--- src/rtl/fstep_pkg.sv ---
package fstep_pkg;
    localparam int STEP_W   = 56;
    localparam int NBYTES   = STEP_W / 8;
    localparam int CTRL_ADR = 0;
    localparam int STEP_ADR = 1;
    localparam int NUM_ADR  = STEP_ADR + NBYTES;
    localparam int DEN_ADR  = NUM_ADR + NBYTES;

    typedef struct packed {
        logic              mask;
        logic              tgt_den;
        logic              frac_en;
        logic [STEP_W-1:0] step;
        logic [STEP_W-1:0] num;
        logic [STEP_W-1:0] den;
        logic              upd;
    } fstep_state_t;
endpackage

--- src/rtl/fstep_edge_det.sv ---
module fstep_edge_det #(
    parameter int N = 2
) (
    input  logic         clk,
    input  logic         rst,
    input  logic [N-1:0] lvl_i,
    output logic [N-1:0] rise_o
);
    logic [N-1:0] prev_d, prev_q;

    always_comb begin
        prev_d = lvl_i;
        rise_o = lvl_i & ~prev_q;
    end

    always_ff @(posedge clk) begin
        if (rst) prev_q <= '0;
        else     prev_q <= prev_d;
    end

    for (genvar g = 0; g < N; g++) begin : g_chk
        AST_RISE_ONCE: assert property (@(posedge clk) disable iff (rst)
            rise_o[g] |=> !rise_o[g]);
    end
endmodule

--- src/rtl/fstep_sat_arith.sv ---
module fstep_sat_arith #(
    parameter int W = 56
) (
    input  logic [W-1:0] a_i,
    input  logic [W-1:0] b_i,
    input  logic         add_i,
    output logic [W-1:0] res_o
);
    logic [W:0] sum_d;

    always_comb begin
        sum_d = {1'b0, a_i} + {1'b0, b_i};
        if (add_i) res_o = sum_d[W] ? {W{1'b1}} : sum_d[W-1:0];
        else       res_o = (b_i > a_i) ? '0 : a_i - b_i;
    end

    always_comb begin
        if (add_i) begin
            AST_SAT_ADD: assert (res_o >= a_i);
        end else begin
            AST_SAT_SUB: assert (res_o <= a_i);
        end
    end
endmodule

--- src/rtl/fstep_ctrl.sv ---
module fstep_ctrl
    import fstep_pkg::*;
#(
    parameter int                ADDR_W  = 5,
    parameter logic [STEP_W-1:0] NUM_RST = STEP_W'(1000),
    parameter logic [STEP_W-1:0] DEN_RST = STEP_W'(2000)
) (
    input  logic              clk,
    input  logic              rst,
    input  logic              wr_en_i,
    input  logic [ADDR_W-1:0] wr_addr_i,
    input  logic [7:0]        wr_data_i,
    input  logic              inc_i,
    input  logic              dec_i,
    output logic [STEP_W-1:0] num_o,
    output logic [STEP_W-1:0] den_o,
    output logic              upd_o
);
    fstep_state_t      s_d, s_q;
    logic [1:0]        rise;
    logic              inc_rise, dec_rise;
    logic              div_wr_d;
    logic              fire_d;
    logic              add_d;
    logic [STEP_W-1:0] opnd_d, res_d;
    logic              tgt_den_q;

    fstep_edge_det #(.N(2)) i_edge (
        .clk    (clk),
        .rst    (rst),
        .lvl_i  ({dec_i, inc_i}),
        .rise_o (rise)
    );

    assign inc_rise  = rise[0];
    assign dec_rise  = rise[1];
    assign tgt_den_q = s_q.tgt_den;

    always_comb begin
        opnd_d = s_q.tgt_den ? s_q.den : s_q.num;
        add_d  = s_q.tgt_den ? dec_rise : inc_rise;
    end

    fstep_sat_arith #(.W(STEP_W)) i_arith (
        .a_i   (opnd_d),
        .b_i   (s_q.step),
        .add_i (add_d),
        .res_o (res_d)
    );

    always_comb begin
        s_d      = s_q;
        s_d.upd  = 1'b0;
        div_wr_d = 1'b0;
        if (wr_en_i) begin
            if (wr_addr_i == ADDR_W'(CTRL_ADR)) begin
                s_d.mask    = wr_data_i[0];
                s_d.tgt_den = wr_data_i[1];
                s_d.frac_en = wr_data_i[2];
            end
            for (int i = 0; i < NBYTES; i++) begin
                if (wr_addr_i == ADDR_W'(STEP_ADR + i)) s_d.step[8*i +: 8] = wr_data_i;
                if (wr_addr_i == ADDR_W'(NUM_ADR + i)) begin
                    s_d.num[8*i +: 8] = wr_data_i;
                    div_wr_d          = 1'b1;
                end
                if (wr_addr_i == ADDR_W'(DEN_ADR + i)) begin
                    s_d.den[8*i +: 8] = wr_data_i;
                    div_wr_d          = 1'b1;
                end
            end
        end
        fire_d = (inc_rise ^ dec_rise) && !s_q.mask && s_q.frac_en && !div_wr_d;
        if (fire_d) begin
            if (s_q.tgt_den) s_d.den = res_d;
            else             s_d.num = res_d;
            s_d.upd = 1'b1;
        end
    end

    always_ff @(posedge clk) begin
        if (rst) begin
            s_q.mask    <= 1'b0;
            s_q.tgt_den <= 1'b0;
            s_q.frac_en <= 1'b0;
            s_q.step    <= '0;
            s_q.num     <= NUM_RST;
            s_q.den     <= DEN_RST;
            s_q.upd     <= 1'b0;
        end else begin
            s_q <= s_d;
        end
    end

    assign num_o = s_q.num;
    assign den_o = s_q.den;
    assign upd_o = s_q.upd;

    AST_MASK_NO_UPD: assert property (@(posedge clk) disable iff (rst)
        s_q.mask |=> !upd_o);
    AST_INT_NO_UPD: assert property (@(posedge clk) disable iff (rst)
        !s_q.frac_en |=> !upd_o);
    AST_BOTH_NO_UPD: assert property (@(posedge clk) disable iff (rst)
        (inc_rise && dec_rise) |=> !upd_o);
    AST_HOST_WINS: assert property (@(posedge clk) disable iff (rst)
        div_wr_d |=> !upd_o);
    AST_NUM_INC_UP: assert property (@(posedge clk) disable iff (rst)
        (!tgt_den_q && inc_rise) |=> (!upd_o || num_o >= $past(num_o)));
    AST_DEN_INC_DOWN: assert property (@(posedge clk) disable iff (rst)
        (tgt_den_q && inc_rise) |=> (!upd_o || den_o <= $past(den_o)));
    AST_OTHER_HELD: assert property (@(posedge clk) disable iff (rst)
        (!div_wr_d && !wr_en_i) |=> (!upd_o || ($past(tgt_den_q) ? $stable(num_o) : $stable(den_o))));
endmodule

--- config.mk ---
export PLATFORM = sky130hd
export DESIGN_NAME = fstep_ctrl
export DESIGN_NICKNAME = d
export VERILOG_FILES = /design/src/rtl/fstep_pkg.sv /design/src/rtl/fstep_edge_det.sv /design/src/rtl/fstep_sat_arith.sv /design/src/rtl/fstep_ctrl.sv
export SDC_FILE = /design/constraint.sdc
export NUM_CORES = 1
export LEC_CHECK = 0
export BUFFER_PORTS_ARGS = -buffer_cell sky130_fd_sc_hd__buf_2
export CAP_MARGIN = 5
export CORE_UTILIZATION = 30
export DETAILED_ROUTE_END_ITERATION = 10
export HOLD_SLACK_MARGIN = 0.08
export MAX_ROUTING_LAYER = met4
export SETUP_SLACK_MARGIN = 0.2
export SLEW_MARGIN = 20
export SYNTH_ARGS = -nofsm -noshare
export SYNTH_HDL_FRONTEND = slang
export SYNTH_SLANG_ARGS = --single-unit
--- constraint.sdc ---
create_clock -name clk -period 4.7 [get_ports clk]
set_input_delay 0.235 -clock clk [delete_from_list [all_inputs] [get_ports clk]]
set_output_delay 0.235 -clock clk [all_outputs]
set_load 0.05 [all_outputs]
======== Yosys cells after proc, flatten, opt, wreduce, memory -nomap -nowiden ========
Cells that the tools add are included.
cells by class
  magnitude comparators ................... 1
  eq/ne operators ......................... 21
  mux-type cells .......................... 38
  div/mod/pow operators ................... 0
  add/subtract/negate cells ............... 2
  shift operators ......................... 0
  multipliers ............................. 0
  bitwise operators ....................... 3
  reductions and logical operators ........ 14
operators with widths
  operator              count
  $mux W56              6
  $mux W113             1
  $mux W112             1
  $mux W8               14
  $add A56 B56 Y57      1
  $gt A56 B56 Y1        1
  $sub A56 B56 Y56      1
  $eq A5 B4 Y1 const B  8
  $eq A5 B5 Y1 const B  6
  $eq A5 B3 Y1 const B  4
  $mux W1               16
  $reduce_and A2 Y1     8
  $eq A5 B2 Y1 const B  2
  $eq A5 B1 Y1 const B  1
  $logic_not A5 Y1      1
  $logic_and A1 B1 Y1   3
  $and A2 B2 Y2         1
  $logic_not A1 Y1      2
  $not A2 Y2            1
  $xor A1 B1 Y1         1
storage, ports and cells
  flip-flop bits (word level) ............. 174
  input bits .............................. 18
  word-level logic and storage cells ...... 93
  output and inout port bits .............. 113
  memory bits (writable) .................. 0
  memories ................................ 0
  bits in read-only memories .............. 0
  bits in latches ......................... 0

======== Depth between registers and ports, before layout ========
  word-level depth ........................ 19
  mapped depth ............................ 19
  depth with buffers taken out ............ 15

======== Cells and area by module ========
Synthesis repeated with hierarchy kept, for this count alone.
unflattened totals
  cells, all modules ...................... 2382
  area, all modules ....................... 18027.3 um^2
by module, submodules not included
  module           cells an instance  area an instance (um^2)  instances  seq. area each (um^2)
  fstep_ctrl       1114               10169.8                  1          3443.3
  fstep_sat_arith  1262               7787.5                   1          0.0
  fstep_edge_det   6                  70.1                     1          40.0

======== Least setup slack after synthesis ========
OpenSTA, ideal clock, no wires.
  kind .................................... register to register
  from .................................... reg s_q, in the netlist tgt_den_q
  to ...................................... reg s_q, in the netlist den_o[55]
  setup time .............................. 138 ps
  arrival ................................. 4202 ps
  path buffers ............................ 4
  clock period less this slack ............ 4340 ps
  stages on the path, launching flop included .. 17
  slack ................................... 360 ps
  required time ........................... 4562 ps
  path through ............................ dfxtp_1 -> clkbuf_1 -> buf_1 -> clkbuf_1 -> mux2_2 -> ha_1 -> buf_2 -> a21oi_1 -> o21ai_1 -> a221oi_1 -> o31ai_1 -> a311o_1 -> o21ai_2 -> nor3_1 -> or4_4 -> o21ai_2 -> a31oi_1
on the way
  cells in the longest elaborated chain, start to end .. 6
  elaborated cells between the ends (all ways) .. 10
  classes of those cells .................. add/sub: 2; order compare: 1; mux: 7
ends and longest elaborated chain
  what                                      line                                          source
  start, declared                           fstep_ctrl.sv:19                              fstep_state_t s_d, s_q;
  $mux W56                                  fstep_ctrl.sv:40                              opnd_d = s_q.tgt_den ? s_q.den : s_q.num;
  $sub A56 B56 Y56 (tied with other cells)  fstep_sat_arith.sv:14                         else res_o = (b_i > a_i) ? '0 : a_i - b_i;
  $mux W56, on equally long branches        fstep_sat_arith.sv:14, fstep_sat_arith.sv:13
  $mux W56                                  fstep_sat_arith.sv:13                         if (add_i) res_o = sum_d[W] ? {W{1'b1}} : sum_d[W-1:0];
  $mux W56 (*)                              fstep_ctrl.sv:75                              if (s_q.tgt_den) s_d.den = res_d;
  $mux W113 (*)                             fstep_ctrl.sv:74                              if (fire_d) begin
Mark *: on every way between the ends. The rest lies on a longest branch, timed or not.
A chain may end at the register's enable or synchronous reset.

======== Final worst setup path ========
  from .................................... reg s_q, in the netlist tgt_den_q
  to ...................................... reg s_q, in the netlist num_o[46]
Same word-level chain as after synthesis.

==> results.md <==
- Status: finished, final reports clean
- Max-cap viol count: 0
- RSZ-0062 raised after global routing: no
- Setup CP Type: reg -> reg
- Non-filler cells, final: 2916
- Synth warn: 0
- Syn Inst Count: 2147
- Clock Sinks: 174
- Fraction of layout cells with a size suffix above 1: 0.232
- RD Place Congestion: 0.988
- Leading area contributor after synthesis: dfxtp_1
- Initial antenna violation count: 0
- WL per Instance: 24.7 microns
- Min cycle time layout: 4.43 ns
- CTS tree: built
- DP HPWL: 55.1 mm
- CP peak stage delay: 0.48 ns
- CP Cell Sequence: buf_4 -> clkbuf_16 -> mux2_2 -> ha_1 -> nand4_1 -> nor4_1 -> buf_4 -> a221oi_1 -> o31ai_1 -> a311o_1 -> o21a_1 -> buf_12 -> nand2_1 -> o21ai_0 -> o21ai_0 -> buf_4 -> a221oi_1
- Detailed Routing Iterations Pass 1: 6
- Drc violations: 0
- Die Y: 237 microns
- Total core area: 54100 sq um
- Initial Utilization: 0.305
- Critical Path Sink Type: flop
- Chip Width: 237 microns
- Synth area leaders: dfxtp_1, ha_1, mux2i_1
- Clock transition at path regs: 0.07 ns
- Initial drt markers: 1708
- Worst path required time: 5.03 ns
- Via density: 5.87
- Largest net degree at the start of global routing: 94
- Crit path arrival time: 4.76 ns
- Rel. slew slack: 0.208
- Max-slew violation count: 0
- Max FO, Critical Path: 19
- GRT Total Usage: 0.257
- Placed cell count: 2873
- Number of global-route vias before repair: 15866
- CP delay by family, top: compound AO/OA/AOI/OAI gates
- Clock Latency Late Sink: 0.48 ns
- DIE AREA: 56000 sq um
- Final cycle utilization of the critical path: 0.942
- IO Pins: 131
- Post-synth EDFFs: 0
- Top-count cell post-synth: nor2_1
- Clock Path Buffers: 2
- Row cnt: 85
- Seq cells post-synth: 174
- Post-DRT Antenna Nets: 0
- Synthesized area: 16500 sq um
- Library cells used by synthesis: 99
- Nets: 2338
- Final wirelength: 72.2 mm
- Finished Core Util: 0.351
- Async set-reset flop share out of synthesis: 0
- Peak VDD IR: 284 uV
- Synth Net Count: 2279
- Type of origin of the critical path: flop
- Synthesis-to-finish area growth: 14.9%
- HP Class: in -> reg
- WP buf/inv: 5
- Primary FF master, synth: dfxtp_1
- Syn Area/Cell: 7.70 sq um
- Final Hold Fails: 0
- Leak: 8.37 nW
- DR vias: 17117
- TritonCTS Buffers: 17
- Worst slew pin tran: 1.18 ns
- Yosys top cell area share: 0.211
- F_max: 226 MHz
- Synth cell count leaders: nor2_1, a21oi_1, dfxtp_1
- Power Dens Cells: 231 nW/um^2
- Global-route wire length before repair: 105 mm
- Root Driver: clkbuf_16
- Post-Route Setup TNS: 0 ns
- Skew final: 0.0163 ns
- Post-synthesis sequential area ratio: 0.211
- H-tree Lvls: 4
- Port bufs: 130
- Most common cell on crit path: buf_4
- Final setup fails: 0
- CP max stage cell: o21ai_0
- Congestion Overflow GR: 0
[per-stage QoR]
stage                     area [sq um]  worst slack, ns  hold WS [ns]  power (mW)
final                            19000            0.272         0.270        4.39
after global routing             19000            0.200         0.284        4.52
after CTS                        18600            0.243         0.241        4.34
after detailed placement         18000           -0.105         0.464        2.84
after global placement           18000          -0.0682         0.451        2.84
after floorplan                  16500            0.360         0.363        2.24
[sequential cells by signal, indices dropped and copies added (netlist names)]
signal and count:
num_o 56, s_q 58, tgt_den_q 1, upd_o 1, den_o 56, i_edge.prev_q 2
[cells in the final DEF (no fill, tap or decap), types with 92 or more instances in the layout]
| cell | count |
|---|---|
| buf_4 | 160 |
| mux2i_1 | 122 |
| o21ai_0 | 92 |
| buf_2 | 129 |
| a211oi_1 | 95 |
| nor2_1 | 222 |
| inv_1 | 112 |
| nand2_1 | 133 |
| dfxtp_1 | 173 |
| ha_1 | 95 |
| a21oi_1 | 172 |
[power by group]
group          internal (mW)  switching (mW)  total, mW
Clock                  0.753           0.741       1.49
Combinational          0.529           0.865       1.39
Sequential              1.49          0.0129       1.50
Total                   2.77            1.62       4.39
[routing by layer]
| layer | global-route usage | vias up | routed length, microns |
|---|---|---|---|
| li1 | - | 7829 | - |
| met1 | 0.364 | 8416 | 33500 |
| met2 | 0.367 | 776 | 30400 |
| met3 | 0.0458 | 96 | 6290 |
| met4 | 0.0771 | 0 | 1980 |
| met5 | - | - | 0 |
[path summary, 6_finish.rpt]
check / cells after the start / start / end / slack [ns]
setup / recovery: 17 / tgt_den_q$_SDFFE_PP0P_ / num_o[46]$_SDFF_PP0_ / 0.27
hold reg to reg: 2 / s_q[171]$_SDFFE_PP0P_ / s_q[171]$_SDFFE_PP0P_ / 0.47
setup reg to reg: 17 / tgt_den_q$_SDFFE_PP0P_ / num_o[46]$_SDFF_PP0_ / 0.27
hold / removal: 3 / wr_en_i / upd_o$_SDFF_PP0_ / 0.27
[layout make-up]
class	count	area [sq um]
diodes	1	2.50
clock buffers	18	429
clock inverters	14	146
fillers	5660	35200
inverters	119	450
multi-input cells	1590	11500
flip-flops and latches	174	3490
well taps	696	871
repair buffers	304	2120
[kinds of logic after synthesis]
| family | after synthesis | share of synthesized area |
|---|---|---|
| flops | 174 | 0.211 |
| fa+ha+maj | 114 | 0.0872 |
| xor+xnor | 12 | 0.00636 |
| mux | 199 | 0.126 |
| simple gates | 584 | 0.168 |
| buf+inv | 383 | 0.118 |
| compound gates | 681 | 0.283 |
[what timing repair did]
item | CTS | global route
hold buffers | 2 | 0
setup buffers | 3 | 4
setup endpoints to repair | 24 | 76
gates resized for setup | 10 | 56
endpoints found under the hold margin | 2 | 0
gates cloned | 0 | 1
pin swaps | 0 | 9
[tightest hold or removal path, cell delays in order]
cell,delay (ns)
buf_2,0.12
a21oi_1,0.16
and2_1,0.18
(Power assumes the default switching activity.)
